### src/rtl/bo_pkg.sv
`timescale 1ns/1ps
// Shared types for the burst order generator.
// Assumes bursts of at most BEATS words inside a 2^OFF_W word column group.
package bo_pkg;
    localparam int BEATS = 4;
    localparam int OFF_W = 2;
    localparam int CNT_W = 3;

    // One decoded access travelling down the latency line.
    typedef struct packed {
        logic                        valid;
        logic                        wr;
        logic                        err;
        logic                        bl4;
        logic [BEATS-1:0][OFF_W-1:0] off;
        logic [BEATS-1:0]            we;
    } bo_job_t;
endpackage

### src/rtl/bo_decode.sv
`timescale 1ns/1ps
// Combinational decode of one access: beat offsets, per-beat write enables
// and the reserved-setting error. Assumes at most one of cmd_rd/cmd_wr is
// high; if both are high the access is treated as a write.
module bo_decode
    import bo_pkg::*;
(
    input  logic             cmd_rd,
    input  logic             cmd_wr,
    input  logic [2:0]       bl_code,
    input  logic             burst_il,
    input  logic [OFF_W-1:0] col_lo,
    input  logic             vw0,
    input  logic             vw1,
    output bo_job_t          job
);
    localparam logic [2:0] BL_TWO  = 3'b001;
    localparam logic [2:0] BL_FOUR = 3'b010;

    logic                        acc;
    logic                        bl_ok;
    logic                        bl4;
    logic                        vw_bad;
    logic                        err;
    logic                        wr_ok;
    logic [CNT_W-1:0]            n_wr;
    logic [BEATS-1:0][OFF_W-1:0] off_calc;
    logic [BEATS-1:0]            we_calc;

    // Classify the settings and count the words a write may touch.
    always_comb begin
        acc    = cmd_rd | cmd_wr;
        bl4    = (bl_code == BL_FOUR);
        bl_ok  = bl4 | (bl_code == BL_TWO);
        vw_bad = cmd_wr & bl4 & ~vw0 & ~vw1;
        err    = acc & (~bl_ok | vw_bad);
        wr_ok  = cmd_wr & ~err;
        if (bl4) begin
            unique case ({vw1, vw0})
                2'b01:   n_wr = CNT_W'(4);
                2'b10:   n_wr = CNT_W'(2);
                2'b11:   n_wr = CNT_W'(1);
                default: n_wr = CNT_W'(0);
            endcase
        end else begin
            n_wr = vw0 ? CNT_W'(1) : CNT_W'(2);
        end
    end

    // Per-beat offset and enable; structure repeats for every beat slot.
    for (genvar b = 0; b < BEATS; b++) begin : g_beat
        localparam logic [OFF_W-1:0] IDX = OFF_W'(b);
        always_comb begin
            if (bl4 && !burst_il)
                off_calc[b] = col_lo + IDX;
            else if (bl4)
                off_calc[b] = col_lo ^ IDX;
            else
                off_calc[b] = col_lo ^ {{(OFF_W-1){1'b0}}, IDX[0]};
            we_calc[b] = wr_ok & (CNT_W'(b) < n_wr);
        end
    end

    // Assemble the job record.
    always_comb begin
        job.valid = acc;
        job.wr    = cmd_wr;
        job.err   = err;
        job.bl4   = bl4;
        job.off   = off_calc;
        job.we    = we_calc;
    end

    // A 4-word burst must visit every word of the group exactly once.
    always_comb begin
        logic [BEATS-1:0] seen;
        seen = '0;
        for (int b = 0; b < BEATS; b++) seen[off_calc[b]] = 1'b1;
        AST_FULL_GROUP: assert (!(acc && bl4) || seen == {BEATS{1'b1}});
    end
endmodule

### src/rtl/bo_delay.sv
`timescale 1ns/1ps
// Latency line. Reads enter stage 0 and writes enter stage INS, so a read
// leaves after DEPTH clocks and a write after DEPTH-INS clocks. Assumes the
// command spacing keeps a write from landing on an occupied stage.
module bo_delay
    import bo_pkg::*;
#(
    parameter int DEPTH = 5,
    parameter int INS   = 1
) (
    input  logic    clk,
    input  logic    rst_n,
    input  bo_job_t job_in,
    output bo_job_t tail
);
    bo_job_t stg [DEPTH];

    for (genvar i = 0; i < DEPTH; i++) begin : g_stg
        if (i == 0) begin : g_head
            // Head stage: accept reads, and writes too when INS is zero.
            always_ff @(posedge clk) begin
                if (!rst_n)
                    stg[0] <= '0;
                else if (job_in.valid && (!job_in.wr || INS == 0))
                    stg[0] <= job_in;
                else
                    stg[0] <= '0;
            end
        end else if (i == INS) begin : g_ins
            // Write entry stage: take a new write, otherwise shift.
            always_ff @(posedge clk) begin
                if (!rst_n)
                    stg[i] <= '0;
                else if (job_in.valid && job_in.wr)
                    stg[i] <= job_in;
                else
                    stg[i] <= stg[i-1];
            end
            AST_WR_SLOT_FREE: assert property (@(posedge clk) disable iff (!rst_n)
                (job_in.valid && job_in.wr) |-> !stg[i-1].valid);
        end else begin : g_shift
            // Plain shift stage.
            always_ff @(posedge clk) begin
                if (!rst_n) stg[i] <= '0;
                else        stg[i] <= stg[i-1];
            end
        end
    end

    assign tail = stg[DEPTH-1];
endmodule

### src/rtl/bo_pair_seq.sv
`timescale 1ns/1ps
// Presents beat pairs: the first pair straight from the latency tail, the
// second pair of a 4-word burst from a one-clock holding register. Assumes
// no new job reaches the tail while a second pair is pending.
module bo_pair_seq
    import bo_pkg::*;
(
    input  logic             clk,
    input  logic             rst_n,
    input  bo_job_t          tail,
    output logic             beat_valid,
    output logic             beat_wr,
    output logic [OFF_W-1:0] off_a,
    output logic [OFF_W-1:0] off_b,
    output logic             we_a,
    output logic             we_b,
    output logic             cfg_err
);
    logic             pend_v;
    logic             pend_wr;
    logic [OFF_W-1:0] pend_a;
    logic [OFF_W-1:0] pend_b;
    logic             pend_we_a;
    logic             pend_we_b;

    // Hold beats 2 and 3 of a 4-word burst for the following clock.
    always_ff @(posedge clk) begin
        if (!rst_n) begin
            pend_v    <= 1'b0;
            pend_wr   <= 1'b0;
            pend_a    <= '0;
            pend_b    <= '0;
            pend_we_a <= 1'b0;
            pend_we_b <= 1'b0;
        end else begin
            pend_v    <= tail.valid & tail.bl4;
            pend_wr   <= tail.wr;
            pend_a    <= tail.off[2];
            pend_b    <= tail.off[3];
            pend_we_a <= tail.we[2];
            pend_we_b <= tail.we[3];
        end
    end

    // Choose the pair shown this clock.
    always_comb begin
        if (tail.valid) begin
            beat_valid = 1'b1;
            beat_wr    = tail.wr;
            off_a      = tail.off[0];
            off_b      = tail.off[1];
            we_a       = tail.we[0];
            we_b       = tail.we[1];
            cfg_err    = tail.err;
        end else begin
            beat_valid = pend_v;
            beat_wr    = pend_v & pend_wr;
            off_a      = pend_a;
            off_b      = pend_b;
            we_a       = pend_v & pend_we_a;
            we_b       = pend_v & pend_we_b;
            cfg_err    = 1'b0;
        end
    end

    AST_NO_OVERLAP: assert property (@(posedge clk) disable iff (!rst_n)
        !(tail.valid && pend_v));
    AST_ERR_NO_WE: assert property (@(posedge clk) disable iff (!rst_n)
        cfg_err |-> (!we_a && !we_b));
    AST_READ_NO_WE: assert property (@(posedge clk) disable iff (!rst_n)
        (beat_valid && !beat_wr) |-> (!we_a && !we_b));
    AST_MASK_TRAILING: assert property (@(posedge clk) disable iff (!rst_n)
        we_b |-> we_a);
    AST_SECOND_AFTER_FULL: assert property (@(posedge clk) disable iff (!rst_n)
        (pend_v && !tail.valid && we_a) |-> $past(we_a && we_b));
    AST_PAIR_DISTINCT: assert property (@(posedge clk) disable iff (!rst_n)
        beat_valid |-> (off_a != off_b));
endmodule

### src/rtl/burst_order_gen.sv
`timescale 1ns/1ps
// Burst order and write-mask generator, top level. Decodes an access on its
// strobe, delays it by the read or write latency and presents two beats per
// clock. Assumes RD_LAT >= WR_LAT >= 1 and command spacing of at least
// three clocks between accesses that would share the output.
module burst_order_gen
    import bo_pkg::*;
#(
    parameter int RD_LAT = 5,
    parameter int WR_LAT = 4
) (
    input  logic       clk,
    input  logic       rst_n,
    input  logic [2:0] bl_code,
    input  logic       burst_il,
    input  logic       cmd_rd,
    input  logic       cmd_wr,
    input  logic [1:0] col_lo,
    input  logic       vw0,
    input  logic       vw1,
    output logic       beat_valid,
    output logic       beat_wr,
    output logic [1:0] off_a,
    output logic [1:0] off_b,
    output logic       we_a,
    output logic       we_b,
    output logic       cfg_err
);
    localparam int INS = RD_LAT - WR_LAT;

    bo_job_t job;
    bo_job_t tail;

    bo_decode u_dec (
        .cmd_rd   (cmd_rd),
        .cmd_wr   (cmd_wr),
        .bl_code  (bl_code),
        .burst_il (burst_il),
        .col_lo   (col_lo),
        .vw0      (vw0),
        .vw1      (vw1),
        .job      (job)
    );

    bo_delay #(.DEPTH(RD_LAT), .INS(INS)) u_dly (
        .clk    (clk),
        .rst_n  (rst_n),
        .job_in (job),
        .tail   (tail)
    );

    bo_pair_seq u_seq (
        .clk        (clk),
        .rst_n      (rst_n),
        .tail       (tail),
        .beat_valid (beat_valid),
        .beat_wr    (beat_wr),
        .off_a      (off_a),
        .off_b      (off_b),
        .we_a       (we_a),
        .we_b       (we_b),
        .cfg_err    (cfg_err)
    );
endmodule

### config.mk
export PLATFORM = sky130hd
export DESIGN_NAME = burst_order_gen
export DESIGN_NICKNAME = d
export VERILOG_FILES = /design/src/rtl/bo_pkg.sv /design/src/rtl/bo_decode.sv /design/src/rtl/bo_delay.sv /design/src/rtl/bo_pair_seq.sv /design/src/rtl/burst_order_gen.sv
export SDC_FILE = /design/constraint.sdc
export NUM_CORES = 1
export LEC_CHECK = 0
export BUFFER_PORTS_ARGS = -buffer_cell sky130_fd_sc_hd__buf_2
export CAP_MARGIN = 20
export CORE_AREA = 2 2 80 82
export CTS_BUF_LIST = sky130_fd_sc_hd__clkbuf_2 sky130_fd_sc_hd__clkbuf_4 sky130_fd_sc_hd__clkbuf_8
export DETAILED_ROUTE_END_ITERATION = 8
export DIE_AREA = 0 0 82 84
export GPL_TIMING_DRIVEN = 0
export PLACE_DENSITY_LB_ADDON = 0.1
export SLEW_MARGIN = 0
export SYNTH_ARGS = -nofsm -noshare
export SYNTH_HDL_FRONTEND = slang
export SYNTH_SLANG_ARGS = --single-unit
### constraint.sdc
create_clock -name clk -period 2.4 [get_ports clk]
set_input_delay 0.12 -clock clk [delete_from_list [all_inputs] [get_ports clk]]
set_output_delay 0.12 -clock clk [all_outputs]
set_load 0.05 [all_outputs]
Word level (Yosys, flattened, before mapping)
Memories as Yosys holds them, arrays and structs flattened.
Cells that the tools add are included.
Widths: inputs -> output; s select.
- register bits: 8
- memory bits (writable): 80
- output and inout port bits: 9
- memories: 1
- memories (memory ; depth ; width ; read ports ; clocked after Yosys merged registers in ; wr ports ; line ; source):
    u_dly.stg ; 5 ; 16 ; 5 ; 0 ; 5 ; bo_delay.sv:16 ; bo_job_t stg [DEPTH];
- reductions and logical operators: 5
- order comparisons: 4
- equality and inequality tests: 5
- add/subtract/negate cells: 3
- multiplexer cells: 36
- bitwise gates (word level): 30
- operators by type and width (kind ; number):
    $mux 16 ; 7
    $mux 1 ; 19
    $mux 2 ; 8
    $and 1x1->1 ; 13
    $or 1x1->1 ; 10
    $pmux 3 s3 ; 1
    $lt 1x3->1 const A ; 2
    $lt 2x3->1 const A ; 2
    $not 1->1 ; 6
    $add 2x2->2 const B ; 2
    $eq 2x2->1 const B ; 2
    $eq 3x1->1 const B ; 1
    $eq 3x2->1 const B ; 1
    $logic_and 1x1->1 ; 3
    $mux 3 ; 1
    $add 2x1->2 const B ; 1
    $eq 2x1->1 const B ; 1
    $logic_not 1->1 ; 2
    $not 2->2 ; 1

Longest topological paths before layout
- depth after elaboration: 11
- depth in mapped cells: 5

By module
A second synthesis with hierarchy kept.
- cell total of the unflattened synthesis: 262
- area, all modules: 3178.0 um^2
- by module, submodules not included (module ; cells an instance ; area each (um^2) ; times used ; seq. area each (um^2)):
    bo_delay ; 203 ; 2636.3 ; 1 ; 1921.8
    bo_pair_seq ; 29 ; 326.6 ; 1 ; 160.2
    bo_decode ; 30 ; 215.2 ; 1 ; 0.0

Worst setup path before layout
Ideal clock, no wire load.
- path kind: register to output
- from: mem u_dly.stg[4][15] (netlist bit)
- to: out we_b
- arrival: 1.238 ns
- slack: 1.042 ns
- cell stages (with the launch flop): 3
- cell sequence: dfxtp_1 clkbuf_1 o21ai_1
- RTL lines (element ; line ; source):
    from (decl) ; bo_delay.sv:16 ;
    to (decl) ; burst_order_gen.sv:26 ; output logic we_b,

==> results.ini <==
[route]
via_per_inst=4.09
num_vias=1423
dr.pass1.iters=4
routed_wl_mm=3.53
drc=0
drtIter0Drc=40
antenna_left=0
wl_per_cell_microns=10.1

[setup_path]
crit_arrival_ns=1.63
path_max_fanout=10
crit_type=reg2out
r2r_start=u_dly.stg[4][15]
r2r_slack_ns=1.41
end_kind=primary output
endpoint=off_b[1]
r2r_cells=2
critPathLaunch=u_dly.stg[4][15]
critPathLaunchType=register
reg2reg_to=u_seq.pend_v
critPathRequiredTime_ns=2.28

[pwr]
peakVddDrop_mv=0.403
power_density_mw_per_mm2=840
p_total_mw=2.66
leakage_nw=1.36

[sta]
final_max_slew_viol_count=0
period_share_pct=72.8
setup_tns_ns=0
timing.final.ws_setup_ns=0.653
fmax_mhz=572
hold_slack_ns=0.111
min_period_ns=1.75
hold_viol=0
setup_viol_count_final=0
fin_skew_ns=0.00701
rsz0062_at_grt=no

[global_route]
grtUsageMet1_pct=14.4
grt_max_degree=14
grt_first_pass_wirelength_mm=6.03
globalRouteTotalUtil_pct=11.9
antenna_found_initial=0
grt_overflow_total=0
met2_usage_pct=18.6
grt_pass1_vias=1336
met3_usage_pct=3.57
gr-max-usage-layer=met2

[clock_network]
clock_latency_ns=0.34
postCtsSetupBuffers=0
numClockSinks=78
clkTransAtPathRegs_ns=0.08
numCtsBuffers=9
ctsResizeCount=0
cts_buffer_depth=2
cts_tree=done
cts_max_level=3
cts_root_buf=clkbuf_8
postCtsHoldBufs=0

[layout]
n_antenna_cell=0
multiInputGateArea_sq_um=852
fin_nets=278
seq_area_sq_mm=0.00184
area_delta_synth_final_pct=20.5
most-common-layout-cells=and2_1, dfxtp_1, conb_1, edfxtp_1, buf_2
fill_cells=558
fin_util_pct=52.0
layout-drive-gt1-share_pct=17.0

[die]
rows=29
start_util_pct=43.1
die-area_sq_mm=0.00689
die_h_microns=84
fp.dieW_microns=82
core-area_sq_mm=0.00610
ios=21

[synthesis]
synth_top_area_cell=dfxtp_1
ys.warnings.count=0
yosysSeqAreaShare_pct=70.1
synth_area_leaders=dfxtp_1, edfxtp_1, and2_1
yosysUniqueCellTypes=31
syn_avg_cell_area_sq_um=12.8
syn-cell-area_sq_mm=0.00263
ys_seq_elements=78
postSynthCellCount=205
yosysTopAreaCellShare_pct=38.1

[placed_design]
port_buffers=19
gp_congestion=0.682
place_hpwl_mm=2.40
pre_cts_ws_ns=0.969

[worst_hold_path]
hold_path_class=in2reg

[outcome]
status=finished, final reports clean

[flow_run]
cap_violations=0

## metal layers
metal  up-vias  wire length (microns)  share of wire [%]
li1        763                      -                  -
met1       623                   1630                 46
met2        28                   1650                 47
met3         9                    152                4.3
met4         0                     95                2.7
met5         -                      0                  0
## kinds of logic after synthesis
logic type | share of synthesized area, %
xor gates and xnor gates | 1.00
other | 0.286
DFF | 70.1
buffers and inverters | 1.95
muxes | 3.24
and+or+nand+nor | 18.6
AOI/OAI and AO/OA | 4.90
## how the worst min path moves through the flow
| stage | start | endpoint | slack, ns | cells past startpoint |
|---|---|---|---|---|
| global route | col_lo[0] | u_dly.stg[0][10] | 0.12 | 2 |
| CTS | cmd_rd | u_dly.stg[0][5] | 0.11 | 2 |
| detailed placement | u_dly.stg[3][9] | u_dly.stg[4][9] | 0.42 | 1 |
| global placement | u_dly.stg[2][13] | u_dly.stg[3][13] | 0.42 | 1 |
| floorplan | col_lo[0] | u_dly.stg[0][10] | 0.31 | 1 |
| finish | cmd_rd | u_dly.stg[0][5] | 0.11 | 2 |
## layout make-up
cell class              instances  area share, %
plain buffers                   9           1.15
clock buffers                  11           4.78
well taps                      77           3.04
repair buffers                 19           3.00
flip-flops and latches         78           58.1
inverters                       4          0.474
multi-input cells             145           26.9
clock inverters                 5           2.53
## state kept, by name, indices dropped and copies added, names as in the netlist
name	flops
u_seq.pend_we_b	1
u_dly.stg	70
u_seq.pend_wr	1
u_seq.pend_a	2
u_seq.pend_we_a	1
u_seq.pend_v	1
u_seq.pend_b	2
## stage by stage
stage,instance area (sq um),instances
2_1_floorplan,2750,236
3_3_place_gp,2940,332
3_5_place_dp,2940,332
4_1_cts,3170,348
5_1_grt,3170,348
6_report,3170,348
## cell usage after synthesis
| cell | instances |
|---|---|
| and4b_1 | 1 |
| xor2_1 | 2 |
| dfxtp_1 | 50 |
| a22o_1 | 2 |
| buf_2 | 2 |
| nor3b_4 | 1 |
| or2_1 | 1 |
| nand2b_1 | 2 |
| o21ai_0 | 2 |
| o21bai_1 | 1 |
| clkbuf_1 | 7 |
| a21oi_1 | 4 |
| nor3_1 | 1 |
| inv_2 | 3 |
| mux2_1 | 4 |
| nand2_1 | 3 |
| and2_1 | 50 |
| inv_1 | 1 |
| and3_1 | 2 |
| o21a_1 | 1 |
| nor2b_1 | 2 |
| conb_1 | 2 |
| o21ai_1 | 2 |
| nand3b_2 | 1 |
| mux2i_1 | 4 |
| a32o_1 | 1 |
| edfxtp_1 | 28 |
| o21ai_2 | 1 |
| xnor2_1 | 1 |
| a211oi_2 | 3 |
| nor2_1 | 20 |
## where the power goes
part	switching [mW]	total [mW]	internal [mW]
logic	0.0709	0.116	0.0446
clock network	0.460	1.10	0.643
registers	0.0118	1.44	1.43
## critical path, stage by stage (launching register included)
cell,delay (ns)
dfxtp_1,0.36
clkbuf_1,0.36
mux2_1,0.36
buf_2,0.21
(Power assumes the default switching activity.)
